**src/rtl/tcb_pkg.sv**
```systemverilog
// Shared constants for the trace capture buffer: register addresses,
// status bit positions and the stored word width.
package tcb_pkg;
    localparam int unsigned WORD_W = 32;
    localparam int unsigned HALF_W = WORD_W / 2;
    localparam int unsigned ADDR_W = 4;

    localparam logic [ADDR_W-1:0] RA_ID    = 4'd0;
    localparam logic [ADDR_W-1:0] RA_DEPTH = 4'd1;
    localparam logic [ADDR_W-1:0] RA_WIDTH = 4'd2;
    localparam logic [ADDR_W-1:0] RA_STAT  = 4'd3;
    localparam logic [ADDR_W-1:0] RA_DATA  = 4'd4;
    localparam logic [ADDR_W-1:0] RA_RPTR  = 4'd5;
    localparam logic [ADDR_W-1:0] RA_WPTR  = 4'd6;
    localparam logic [ADDR_W-1:0] RA_TCNT  = 4'd7;
    localparam logic [ADDR_W-1:0] RA_CTRL  = 4'd8;

    localparam int unsigned SB_FULL  = 0;
    localparam int unsigned SB_TRIG  = 1;
    localparam int unsigned SB_DONE  = 2;
    localparam int unsigned SB_EMPTY = 3;

    localparam int unsigned CB_EN    = 0;
    localparam int unsigned CB_HALF  = 1;
endpackage

```
**src/rtl/tcb_front.sv**
```systemverilog
// Input formatter. Registers accepted trace words for one cycle before
// they are stored. In half-word mode it pairs two beats into one word.
// Assumes: capture_on already includes the enable and not-complete terms.
// While capture is off, it drops any staged or unpaired data.
module tcb_front
    import tcb_pkg::*;
(
    input  logic              clk,
    input  logic              rst_n,
    input  logic              capture_on,
    input  logic              half_mode,
    input  logic [WORD_W-1:0] in_data,
    input  logic              in_valid,
    output logic [WORD_W-1:0] stg_data,
    output logic              stg_vld,
    output logic              pipe_empty
);
    logic [HALF_W-1:0] half_q;
    logic              half_pend;

    // Stage register and half-word pairing.
    always_ff @(posedge clk) begin
        if (!rst_n) begin
            stg_data  <= '0;
            stg_vld   <= 1'b0;
            half_q    <= '0;
            half_pend <= 1'b0;
        end else if (!capture_on) begin
            stg_vld   <= 1'b0;
            half_pend <= 1'b0;
        end else begin
            stg_vld <= 1'b0;
            if (in_valid) begin
                if (!half_mode) begin
                    stg_data <= in_data;
                    stg_vld  <= 1'b1;
                end else if (half_pend) begin
                    stg_data  <= {in_data[HALF_W-1:0], half_q};
                    stg_vld   <= 1'b1;
                    half_pend <= 1'b0;
                end else begin
                    half_q    <= in_data[HALF_W-1:0];
                    half_pend <= 1'b1;
                end
            end
        end
    end

    // Pipeline holds nothing that still has to reach the RAM.
    always_comb pipe_empty = !stg_vld && !half_pend;
endmodule

```
**src/rtl/tcb_capture.sv**
```systemverilog
// Capture sequencer. Owns the write pointer, the post-trigger counter and
// the wrapped/triggered/complete flags, and decides when a staged word is
// written. Assumes DEPTH is a power of two, so a host pointer load fits.
// A host load of a pointer or the counter takes priority over capture.
module tcb_capture #(
    parameter int unsigned DEPTH = 16,
    parameter int unsigned AW    = 4,
    parameter int unsigned CW    = 32
) (
    input  logic          clk,
    input  logic          rst_n,
    input  logic          cap_en,
    input  logic          start,
    input  logic          trig_in,
    input  logic          stg_vld,
    input  logic          wptr_ld,
    input  logic [AW-1:0] wptr_val,
    input  logic          tcnt_ld,
    input  logic [CW-1:0] tcnt_val,
    output logic          mem_we,
    output logic [AW-1:0] wptr,
    output logic [CW-1:0] tcnt,
    output logic          full,
    output logic          trig_seen,
    output logic          acq_done
);
    localparam logic [AW-1:0] LAST = AW'(DEPTH - 1);

    logic stop_now;

    // Countdown has expired after a trigger: no more words may land.
    always_comb stop_now = trig_seen && (tcnt == '0);

    // Store the staged word only while capture is live.
    always_comb mem_we = stg_vld && cap_en && !acq_done && !stop_now;

    // Write pointer: host load, else advance with wrap on each store.
    always_ff @(posedge clk) begin
        if (!rst_n)
            wptr <= '0;
        else if (wptr_ld)
            wptr <= wptr_val;
        else if (mem_we)
            wptr <= (wptr == LAST) ? '0 : wptr + AW'(1);
    end

    // Post-trigger counter: host load, else count down stored words after trigger.
    always_ff @(posedge clk) begin
        if (!rst_n)
            tcnt <= '0;
        else if (tcnt_ld)
            tcnt <= tcnt_val;
        else if (mem_we && trig_seen)
            tcnt <= tcnt - CW'(1);
    end

    // Sticky status flags, cleared only when a new capture starts.
    always_ff @(posedge clk) begin
        if (!rst_n) begin
            full      <= 1'b0;
            trig_seen <= 1'b0;
            acq_done  <= 1'b0;
        end else if (start) begin
            full      <= 1'b0;
            trig_seen <= 1'b0;
            acq_done  <= 1'b0;
        end else begin
            if (mem_we && wptr == LAST)
                full <= 1'b1;
            if (cap_en && !acq_done && trig_in)
                trig_seen <= 1'b1;
            if (cap_en && stop_now)
                acq_done <= 1'b1;
        end
    end
endmodule

```
**src/rtl/tcb_mem.sv**
```systemverilog
// Trace storage: one write port for capture, one registered read port for
// the host. The array has no reset, while the read output register does.
module tcb_mem
    import tcb_pkg::*;
#(
    parameter int unsigned DEPTH = 16,
    parameter int unsigned AW    = 4
) (
    input  logic              clk,
    input  logic              rst_n,
    input  logic              we,
    input  logic [AW-1:0]     waddr,
    input  logic [WORD_W-1:0] wdata,
    input  logic              re,
    input  logic [AW-1:0]     raddr,
    output logic [WORD_W-1:0] rdata
);
    logic [WORD_W-1:0] mem [DEPTH];

    // Capture write.
    always_ff @(posedge clk) begin
        if (we)
            mem[waddr] <= wdata;
    end

    // Host read, registered.
    always_ff @(posedge clk) begin
        if (!rst_n)
            rdata <= '0;
        else if (re)
            rdata <= mem[raddr];
    end
endmodule

```
**src/rtl/tcb_host.sv**
```systemverilog
// Host register file. Holds control and the read pointer, decodes writes
// into load strobes for the capture sequencer, and returns registered read
// data one cycle after a read strobe, held until the next read.
module tcb_host
    import tcb_pkg::*;
#(
    parameter int unsigned       DEPTH    = 16,
    parameter int unsigned       AW       = 4,
    parameter int unsigned       CW       = 32,
    parameter logic [WORD_W-1:0] ID_VALUE = 32'h7C5B_0001
) (
    input  logic              clk,
    input  logic              rst_n,
    input  logic [ADDR_W-1:0] host_addr,
    input  logic [WORD_W-1:0] host_wdata,
    input  logic              host_rd,
    input  logic              host_wr,
    input  logic [3:0]        status,
    input  logic [AW-1:0]     wptr,
    input  logic [CW-1:0]     tcnt,
    input  logic [WORD_W-1:0] ram_q,
    output logic              ctrl_en,
    output logic              ctrl_half,
    output logic              start,
    output logic              wptr_ld,
    output logic              tcnt_ld,
    output logic [AW-1:0]     ld_ptr,
    output logic [CW-1:0]     ld_cnt,
    output logic [AW-1:0]     rptr,
    output logic              ram_re,
    output logic [WORD_W-1:0] host_rdata
);
    localparam logic [AW-1:0] LAST = AW'(DEPTH - 1);

    logic [WORD_W-1:0] rd_val;
    logic [WORD_W-1:0] val_q;
    logic              sel_ram_q;

    // Write decode toward the capture sequencer.
    always_comb begin
        wptr_ld = host_wr && (host_addr == RA_WPTR);
        tcnt_ld = host_wr && (host_addr == RA_TCNT);
        ld_ptr  = host_wdata[AW-1:0];
        ld_cnt  = host_wdata[CW-1:0];
        start   = host_wr && (host_addr == RA_CTRL) && host_wdata[CB_EN] && !ctrl_en;
        ram_re  = host_rd && (host_addr == RA_DATA);
    end

    // Control register.
    always_ff @(posedge clk) begin
        if (!rst_n) begin
            ctrl_en   <= 1'b0;
            ctrl_half <= 1'b0;
        end else if (host_wr && host_addr == RA_CTRL) begin
            ctrl_en   <= host_wdata[CB_EN];
            ctrl_half <= host_wdata[CB_HALF];
        end
    end

    // Read pointer: host load, else step past each data read.
    always_ff @(posedge clk) begin
        if (!rst_n)
            rptr <= '0;
        else if (host_wr && host_addr == RA_RPTR)
            rptr <= host_wdata[AW-1:0];
        else if (ram_re)
            rptr <= (rptr == LAST) ? '0 : rptr + AW'(1);
    end

    // Value of the addressed non-RAM register.
    always_comb begin
        case (host_addr)
            RA_ID:    rd_val = ID_VALUE;
            RA_DEPTH: rd_val = WORD_W'(DEPTH);
            RA_WIDTH: rd_val = WORD_W'(WORD_W);
            RA_STAT:  rd_val = {{(WORD_W-4){1'b0}}, status};
            RA_RPTR:  rd_val = {{(WORD_W-AW){1'b0}}, rptr};
            RA_WPTR:  rd_val = {{(WORD_W-AW){1'b0}}, wptr};
            RA_TCNT:  rd_val = WORD_W'(tcnt);
            RA_CTRL:  rd_val = {{(WORD_W-2){1'b0}}, ctrl_half, ctrl_en};
            default:  rd_val = '0;
        endcase
    end

    // Snapshot of the read result, held until the next read.
    always_ff @(posedge clk) begin
        if (!rst_n) begin
            val_q     <= '0;
            sel_ram_q <= 1'b0;
        end else if (host_rd) begin
            val_q     <= rd_val;
            sel_ram_q <= (host_addr == RA_DATA);
        end
    end

    // Read data comes from the RAM port or the snapshot.
    always_comb host_rdata = sel_ram_q ? ram_q : val_q;
endmodule

```
**src/rtl/trace_capture_buf.sv**
```systemverilog
// Circular trace capture buffer top. Wires the input formatter, the capture
// sequencer, the storage array and the host register file together.
// Assumes DEPTH is a power of two and at least 2, and that CW is at most 32.
module trace_capture_buf
    import tcb_pkg::*;
#(
    parameter int unsigned       DEPTH    = 16,
    parameter int unsigned       CW       = 32,
    parameter logic [WORD_W-1:0] ID_VALUE = 32'h7C5B_0001
) (
    input  logic              clk,
    input  logic              rst_n,
    input  logic [WORD_W-1:0] trc_data,
    input  logic              trc_valid,
    input  logic              trc_trigger,
    input  logic [ADDR_W-1:0] host_addr,
    input  logic [WORD_W-1:0] host_wdata,
    input  logic              host_rd,
    input  logic              host_wr,
    output logic [WORD_W-1:0] host_rdata,
    output logic              stat_full,
    output logic              stat_triggered,
    output logic              stat_acq_done,
    output logic              stat_pipe_empty
);
    localparam int unsigned AW = (DEPTH > 1) ? $clog2(DEPTH) : 1;

    logic              ctrl_en, ctrl_half, start;
    logic              wptr_ld, tcnt_ld, ram_re, mem_we;
    logic [AW-1:0]     ld_ptr, wptr, rptr;
    logic [CW-1:0]     ld_cnt, tcnt;
    logic [WORD_W-1:0] stg_data, ram_q;
    logic              stg_vld, capture_on;
    logic [3:0]        status;

    // Formatter runs only while capture is live.
    always_comb capture_on = ctrl_en && !stat_acq_done;

    // Status word in register bit order.
    always_comb begin
        status           = '0;
        status[SB_FULL]  = stat_full;
        status[SB_TRIG]  = stat_triggered;
        status[SB_DONE]  = stat_acq_done;
        status[SB_EMPTY] = stat_pipe_empty;
    end

    tcb_front u_front (
        .clk        (clk),
        .rst_n      (rst_n),
        .capture_on (capture_on),
        .half_mode  (ctrl_half),
        .in_data    (trc_data),
        .in_valid   (trc_valid),
        .stg_data   (stg_data),
        .stg_vld    (stg_vld),
        .pipe_empty (stat_pipe_empty)
    );

    tcb_capture #(.DEPTH(DEPTH), .AW(AW), .CW(CW)) u_cap (
        .clk       (clk),
        .rst_n     (rst_n),
        .cap_en    (ctrl_en),
        .start     (start),
        .trig_in   (trc_trigger),
        .stg_vld   (stg_vld),
        .wptr_ld   (wptr_ld),
        .wptr_val  (ld_ptr),
        .tcnt_ld   (tcnt_ld),
        .tcnt_val  (ld_cnt),
        .mem_we    (mem_we),
        .wptr      (wptr),
        .tcnt      (tcnt),
        .full      (stat_full),
        .trig_seen (stat_triggered),
        .acq_done  (stat_acq_done)
    );

    tcb_mem #(.DEPTH(DEPTH), .AW(AW)) u_mem (
        .clk   (clk),
        .rst_n (rst_n),
        .we    (mem_we),
        .waddr (wptr),
        .wdata (stg_data),
        .re    (ram_re),
        .raddr (rptr),
        .rdata (ram_q)
    );

    tcb_host #(.DEPTH(DEPTH), .AW(AW), .CW(CW), .ID_VALUE(ID_VALUE)) u_host (
        .clk        (clk),
        .rst_n      (rst_n),
        .host_addr  (host_addr),
        .host_wdata (host_wdata),
        .host_rd    (host_rd),
        .host_wr    (host_wr),
        .status     (status),
        .wptr       (wptr),
        .tcnt       (tcnt),
        .ram_q      (ram_q),
        .ctrl_en    (ctrl_en),
        .ctrl_half  (ctrl_half),
        .start      (start),
        .wptr_ld    (wptr_ld),
        .tcnt_ld    (tcnt_ld),
        .ld_ptr     (ld_ptr),
        .ld_cnt     (ld_cnt),
        .rptr       (rptr),
        .ram_re     (ram_re),
        .host_rdata (host_rdata)
    );
endmodule

```
**config.mk**
```make
export PLATFORM = sky130hd
export DESIGN_NAME = trace_capture_buf
export DESIGN_NICKNAME = d
export VERILOG_FILES = /design/src/rtl/tcb_pkg.sv /design/src/rtl/tcb_front.sv /design/src/rtl/tcb_capture.sv /design/src/rtl/tcb_mem.sv /design/src/rtl/tcb_host.sv /design/src/rtl/trace_capture_buf.sv
export SDC_FILE = /design/constraint.sdc
export NUM_CORES = 1
export LEC_CHECK = 0
export BUFFER_PORTS_ARGS = -buffer_cell sky130_fd_sc_hd__buf_2
export CAP_MARGIN = 20
export CORE_MARGIN = 2
export CORE_UTILIZATION = 50
export DETAILED_ROUTE_END_ITERATION = 10
export PLACE_DENSITY = 0.76
export SLEW_MARGIN = 20
export SYNTH_ARGS = -nofsm -noshare
export SYNTH_HDL_FRONTEND = slang
export SYNTH_SLANG_ARGS = --single-unit
```
**constraint.sdc**
```tcl
create_clock -name clk -period 4.58 [get_ports clk]
set_input_delay 0.687 -clock clk [delete_from_list [all_inputs] [get_ports clk]]
set_output_delay 0.687 -clock clk [all_outputs]
set_load 0.01 [all_outputs]
```
**Word level (Yosys, flattened, before mapping)**

Memory sizes are Yosys's and may differ from the RTL's. A register that Yosys moved wholly into a read port is not among the register bits.
Index checks and enable logic that the tools add are counted.

- Flip-flop bits (word level): 128
- Memory bits (writable): 512
- Output and inout port bits: 36
- Word-level logic and storage cells: 82
- Memories: 1

Memory list:

| name | words | width | rd ports | clocked after memory_dff | wr ports | line | source |
|---|---|---|---|---|---|---|---|
| u_mem.mem | 16 | 32 | 1 | 1 | 1 | tcb_mem.sv:18 | `logic [WORD_W-1:0] mem [DEPTH];` |

- Add/sub/neg operators: 3
- Equal/unequal tests: 11
- Multiplexer cells: 17
- Bitwise gates (word level): 2
- Reduce and logical (&&, ||, !) cells: 34

Operators with widths:

| kind | number |
|---|---|
| 32-bit case mux with 8 select lines | 1 |
| 32-bit 2-to-1 mux | 5 |
| 32-bit zero test | 1 |
| 32-bit by 1-bit subtractor with 32-bit output, second input constant | 1 |
| 4-bit 2-to-1 mux | 6 |
| 1-bit logical AND | 17 |
| 4-bit by 3-bit equality test with 1-bit output, second input constant | 4 |
| 4-bit equality test, second input constant | 3 |
| 4-bit by 1-bit adder with 4-bit output, second input constant | 2 |
| 4-bit by 2-bit equality test with 1-bit output, second input constant | 2 |
| 1-bit zero test | 6 |
| 3-bit AND reduction | 2 |
| 2-bit nonzero test | 3 |
| 1-bit 2-to-1 mux | 5 |
| 4-bit by 1-bit equality test with 1-bit output, second input constant | 1 |
| 4-bit zero test | 1 |
| 2-bit AND reduction | 2 |
| 4-bit AND reduction | 1 |
| 2-bit inequality test, second input constant | 1 |
| 1-bit NOT | 2 |
| 2-bit OR reduction | 1 |

**Longest topological paths before layout**

- Depth after elaboration: 7
- Gate-level depth with buffers: 10
- Gate-level depth less buffers: 8

**Modules after synthesis**

A second synthesis with hierarchy kept.

- Cell total of the unflattened synthesis: 1981
- Area, all modules: 27769.1 um2

By module, submodules not included:

| module | times used | cells an instance | area each (um2) | sequential area each (um2) |
|---|---|---|---|---|
| tcb_mem | 1 | 1216 | 20866.3 | 16015.4 |
| tcb_host | 1 | 263 | 2373.5 | 780.7 |
| tcb_capture | 1 | 273 | 2268.4 | 780.7 |
| tcb_front | 1 | 228 | 2247.2 | 1001.0 |
| trace_capture_buf | 1 | 1 | 13.8 | 0.0 |

**Worst setup path after synthesis**

No wires, ideal clock.

- Kind: flip-flop to flip-flop
- Start point: register u_cap.tcnt[0]
- End point: memory u_mem.mem[0][0], enable pin
- Library setup time: 0.461 ns
- Data arrival time: 3.761 ns
- Data required time: 4.119 ns
- Slack: 0.358 ns
- Stages on the path, launching flop included: 11
- Buffers on the path: 2
- Path through: dfxtp_1 > inv_1 > ha_1 > or4b_4 > nand3b_4 > or3_1 > buf_6 > and2_4 > buf_6 > nand2_1 > nor3_1

- Cells in the longest elaborated chain, start to end: 6

RTL lines:

| element | line | source |
|---|---|---|
| start: declaration | tcb_capture.sv:22 | `output logic [CW-1:0] tcnt,` |
| start signal: assignment | tcb_capture.sv:52 | `tcnt <= tcnt_val;` |
| start signal: assignment | tcb_capture.sv:54 | `tcnt <= tcnt - CW'(1);` |
| 32-bit zero test | tcb_capture.sv:32 | `always_comb stop_now = trig_seen && (tcnt == '0);` |
| 1-bit logical AND | tcb_capture.sv:32 |  |
| 1-bit zero test | tcb_capture.sv:35 | `always_comb mem_we = stg_vld && cap_en && !acq_done && !stop_now;` |
| 1-bit logical AND | tcb_capture.sv:35 |  |
| 1-bit 2-to-1 mux | tcb_mem.sv:22 | `if (we)` |
| 1-bit 2-to-1 mux (not written as such) | tcb_mem.sv:23 | `mem[waddr] <= wdata;` |
| end: declaration | tcb_mem.sv:18 |  |

Every way passes these cells.

**Worst setup path in the final report**

- Start point: register u_cap.tcnt[0]
- End point: memory u_mem.mem[2][0], enable pin

Same word-level chain as after synthesis.

==> results by group <==
Outcome
  • Status: completed

Power
  • Clock power frac: 0.447
  • Lkg Pwr: 9.07 nW
  • Seq pwr share: 0.525
  • Combinational share of power: 0.028
  • Switching power: 0.00251 W
  • Switching Share: 0.202
  • Power density over the cells: 410 nW/um2
  • Worst VDD drop: 269 uV
  • Internal cell power: 0.00995 W

Logic synthesis
  • Synth unique cells: 56
  • Synth Warn #: 0
  • Register area share after synthesis: 0.694
  • Mapped Nets: 1738
  • Top_reg_cell synth: edfxtp_1
  • Post-synthesis average cell area: 16.1 um2
  • Post-synth EDFFs: 512
  • Async SR Flop Fraction: 0
  • Cell Area, Synth: 26800 um2
  • Syn Inst Count: 1658
  • FF+latch count, synth: 672

Setup path
  • Critical-path maximum fanout: 32
  • Crit path from: u_cap.tcnt[0]
  • Crit path launch type: register
  • Setup Crit Path Kind: register to register
  • CP endpoint kind: register
  • Reg2reg start: u_cap.tcnt[0]
  • Worst Path Required: 4.85 ns
  • CP arrival: 3.42 ns

Floorplanning
  • Row cnt: 84
  • Core ar.: 52800 um2
  • Die span in x: 235 um
  • Die area: 55400 um2
  • Initial Utilization: 0.507
  • I/O pin count: 110
  • Die Y: 235 um

Clock tree
  • Clock Path Buffers: 3
  • Post-cts repair resize count: 0
  • CTS root buf: clkbuf_16
  • CTS tree: yes
  • Num CTS Buffers: 67
  • Worst skew pair latency: 0.60 ns
  • Worst-path clk slew: 0.06 ns
  • H-tree Lvls: 3
  • Post-cts hold buffer count: 0
  • Clk sink count: 672
  • Post-CTS Setup Inserts: 0

Global routing
  • Remaining Overflow, GRT: 0
  • First-pass GRT wire length: 96800 um
  • Vias in the first global route: 15300
  • Met1 usage: 0.331
  • Largest net degree at the start of global routing: 79
  • GRT Util Overall: 0.233
  • Met2 GRT Util: 0.352
  • Initial antenna violation count: 5
  • Busiest grt layer: met2
  • Global routing usage on met3: 0.0776

Timing
  • Fin. Hold Viols: 0
  • Worst Clk Skew: 0.0218 ns
  • Relative slew slack: 0.256
  • Final setup viols: 0
  • Fin. max-slew vios: 0
  • Worst Tran Pin Value: 1.12 ns
  • Setup TNS: 0 ns
  • Post-layout minimum cycle time: 3.15 ns
  • RSZ-0062 raised after global routing: no
  • Crit share post-route: 0.688
  • Max Fclk: 317 MHz

Route
  • DR vias: 15300
  • 1st-pass router iterations: 5
  • DRC violations left: 0
  • Vias/cell: 6.11
  • ANT nets after route: 0
  • DRT iter0 DRCs: 1769
  • Post-Route WL: 63800 um
  • Wire per inst: 25.5 um

Finish
  • Layout cells sized above 1: 0.251
  • # nets final: 1840
  • Layout Cell Area excl Fill: 30400 um2
  • Area grow syn2layout: 13.6%
  • Final non-filler cell total: 2501
  • Ant diodes: 0
  • Fillcell total: 3914

Worst hold path
  • Hold Path Class: input port to register
  • Min-delay src: trc_data[3]

Placed design
  • Routability cong.: 0.882
  • PortBufs: 109
  • Post-DP Area: 28100 um2
  • Placed cells: 2379
  • DP HPWL: 39400 um

Run
  • Total of max-cap violations: 0
sequential cells by signal (all words and copies together) (netlist names):
signal	count
u_cap.acq_done	1
u_cap.full	1
u_cap.tcnt	32
u_cap.trig_seen	1
u_cap.wptr	4
u_front.half_pend	1
u_front.half_q	16
u_front.stg_data	32
u_front.stg_vld	1
u_host.ctrl_en	1
u_host.ctrl_half	1
u_host.rptr	4
u_host.sel_ram_q	1
u_host.val_q	32
u_mem.mem	512
u_mem.rdata	32
kinds of logic after synthesis:
| family | Yosys count | synth area share |
|---|---|---|
| xor+xnor | 26 | 0.00851 |
| mux | 220 | 0.158 |
| simple gates | 383 | 0.0688 |
| compound gates | 220 | 0.0479 |
| flops | 672 | 0.694 |
| fa+ha+maj | 6 | 0.00280 |
| buf+inv | 131 | 0.0197 |
critical path, cell delays in order (launching register included):
cell and delay [ns]:
dfxtp_1 0.37, inv_1 0.09, ha_1 0.18, or4b_4 0.51, nand3b_4 0.18, or3_1 0.49, and2_4 0.25, nand2_1 0.31
nor3_2 0.08, buf_4 0.35
synth_stat cells, drive strengths merged, types with 8 or more instances:
cell	count	area, um2
xnor2	15	131
nand3	50	255
a21oi	86	430
clkbuf	73	274
nand2	135	507
nor4	13	96.3
dfxtp	160	3200
or3	8	50.1
xor2	11	96.3
mux4	160	3600
nor2	86	323
edfxtp	512	15400
nor2b	21	131
o21ai	57	285
mux2	22	248
buf	36	171
inv	21	78.8
and2	17	109
a211oi	35	263
o22ai	13	81.3
nor3	18	95.1
mux2i	38	380
a31oi	9	56.3
cells in the final DEF (no fill, tap or decap), types with 4 or more instances in the layout:
master     instances
o21ai_0           57
nand3_1           49
clkinv_1           9
xnor2_1           15
nor2_1            73
buf_4             31
inv_1             21
xor2_1            11
mux2_2            22
or4_1              6
a211oi_1          35
a21oi_1           86
and2_1            15
nand2_1          135
nand4b_1           5
nor3_2             5
clkbuf_16         70
bufinv_16          7
nand4_1            4
clkinv_2          10
or3_1              8
clkbuf_8           6
nand2b_1           6
and3_1             4
mux4_2           160
ha_1               6
mux2i_1           38
a31oi_1            9
nor3_1            13
nor4_1            11
dfxtp_1          155
o22ai_1           13
clkbuf_1          15
nor2b_1           21
buf_2            109
nor2_4            13
edfxtp_1         512
power groups by stage:
stage                     Sequential, W  Combinational [W]  Clock, W
after floorplan                 0.00664           0.000245         0
after global placement          0.00667           0.000341         0
after detailed placement        0.00667           0.000346         0
after CTS                       0.00654           0.000349   0.00566
after global routing            0.00654           0.000379   0.00588
final                           0.00654           0.000350   0.00557
path summary, 6_finish.rpt:
| path | end | slack (ns) | cells past startpoint |
|---|---|---|---|
| worst max register to register | u_mem.mem[2][0] | 1.43 | 9 |
| worst min register to register | u_mem.rdata[14] | 0.44 | 2 |
| worst max-delay path | u_mem.mem[2][0] | 1.43 | 9 |
| worst min-delay path | u_front.half_q[3] | 0.35 | 3 |
through the flow:
stage	total power (W)	setup WS, ns	utilization	hold WS [ns]
6_report	0.0125	1.43	0.576	0.354
5_1_grt	0.0128	1.31	0.576	0.343
2_1_floorplan	0.00688	0.358	-	0.417
4_1_cts	0.0126	1.47	0.576	0.319
3_3_place_gp	0.00701	1.61	0.533	0.426
3_5_place_dp	0.00702	1.51	0.533	0.431
cell type report:
| cell class | count | area [um2] | area share |
|---|---|---|---|
| Sequential cell | 672 | 18600 | 0.612 |
| Multi-Input combinational cell | 855 | 7790 | 0.256 |
| Clock buffer | 91 | 1890 | 0.0622 |
| Tap cell | 688 | 861 | 0.0283 |
| Timing Repair Buffer | 142 | 818 | 0.0269 |
| Clock inverter | 31 | 363 | 0.0119 |
| Inverter | 22 | 82.6 | 0.00272 |
per-layer routing:
metal,share of wire,vias to the layer above
met5,0.00020,-
met4,0.017,2
met3,0.11,86
met2,0.46,812
met1,0.41,7712
li1,-,6674
Note: power is estimated with default switching activity, not from simulation.
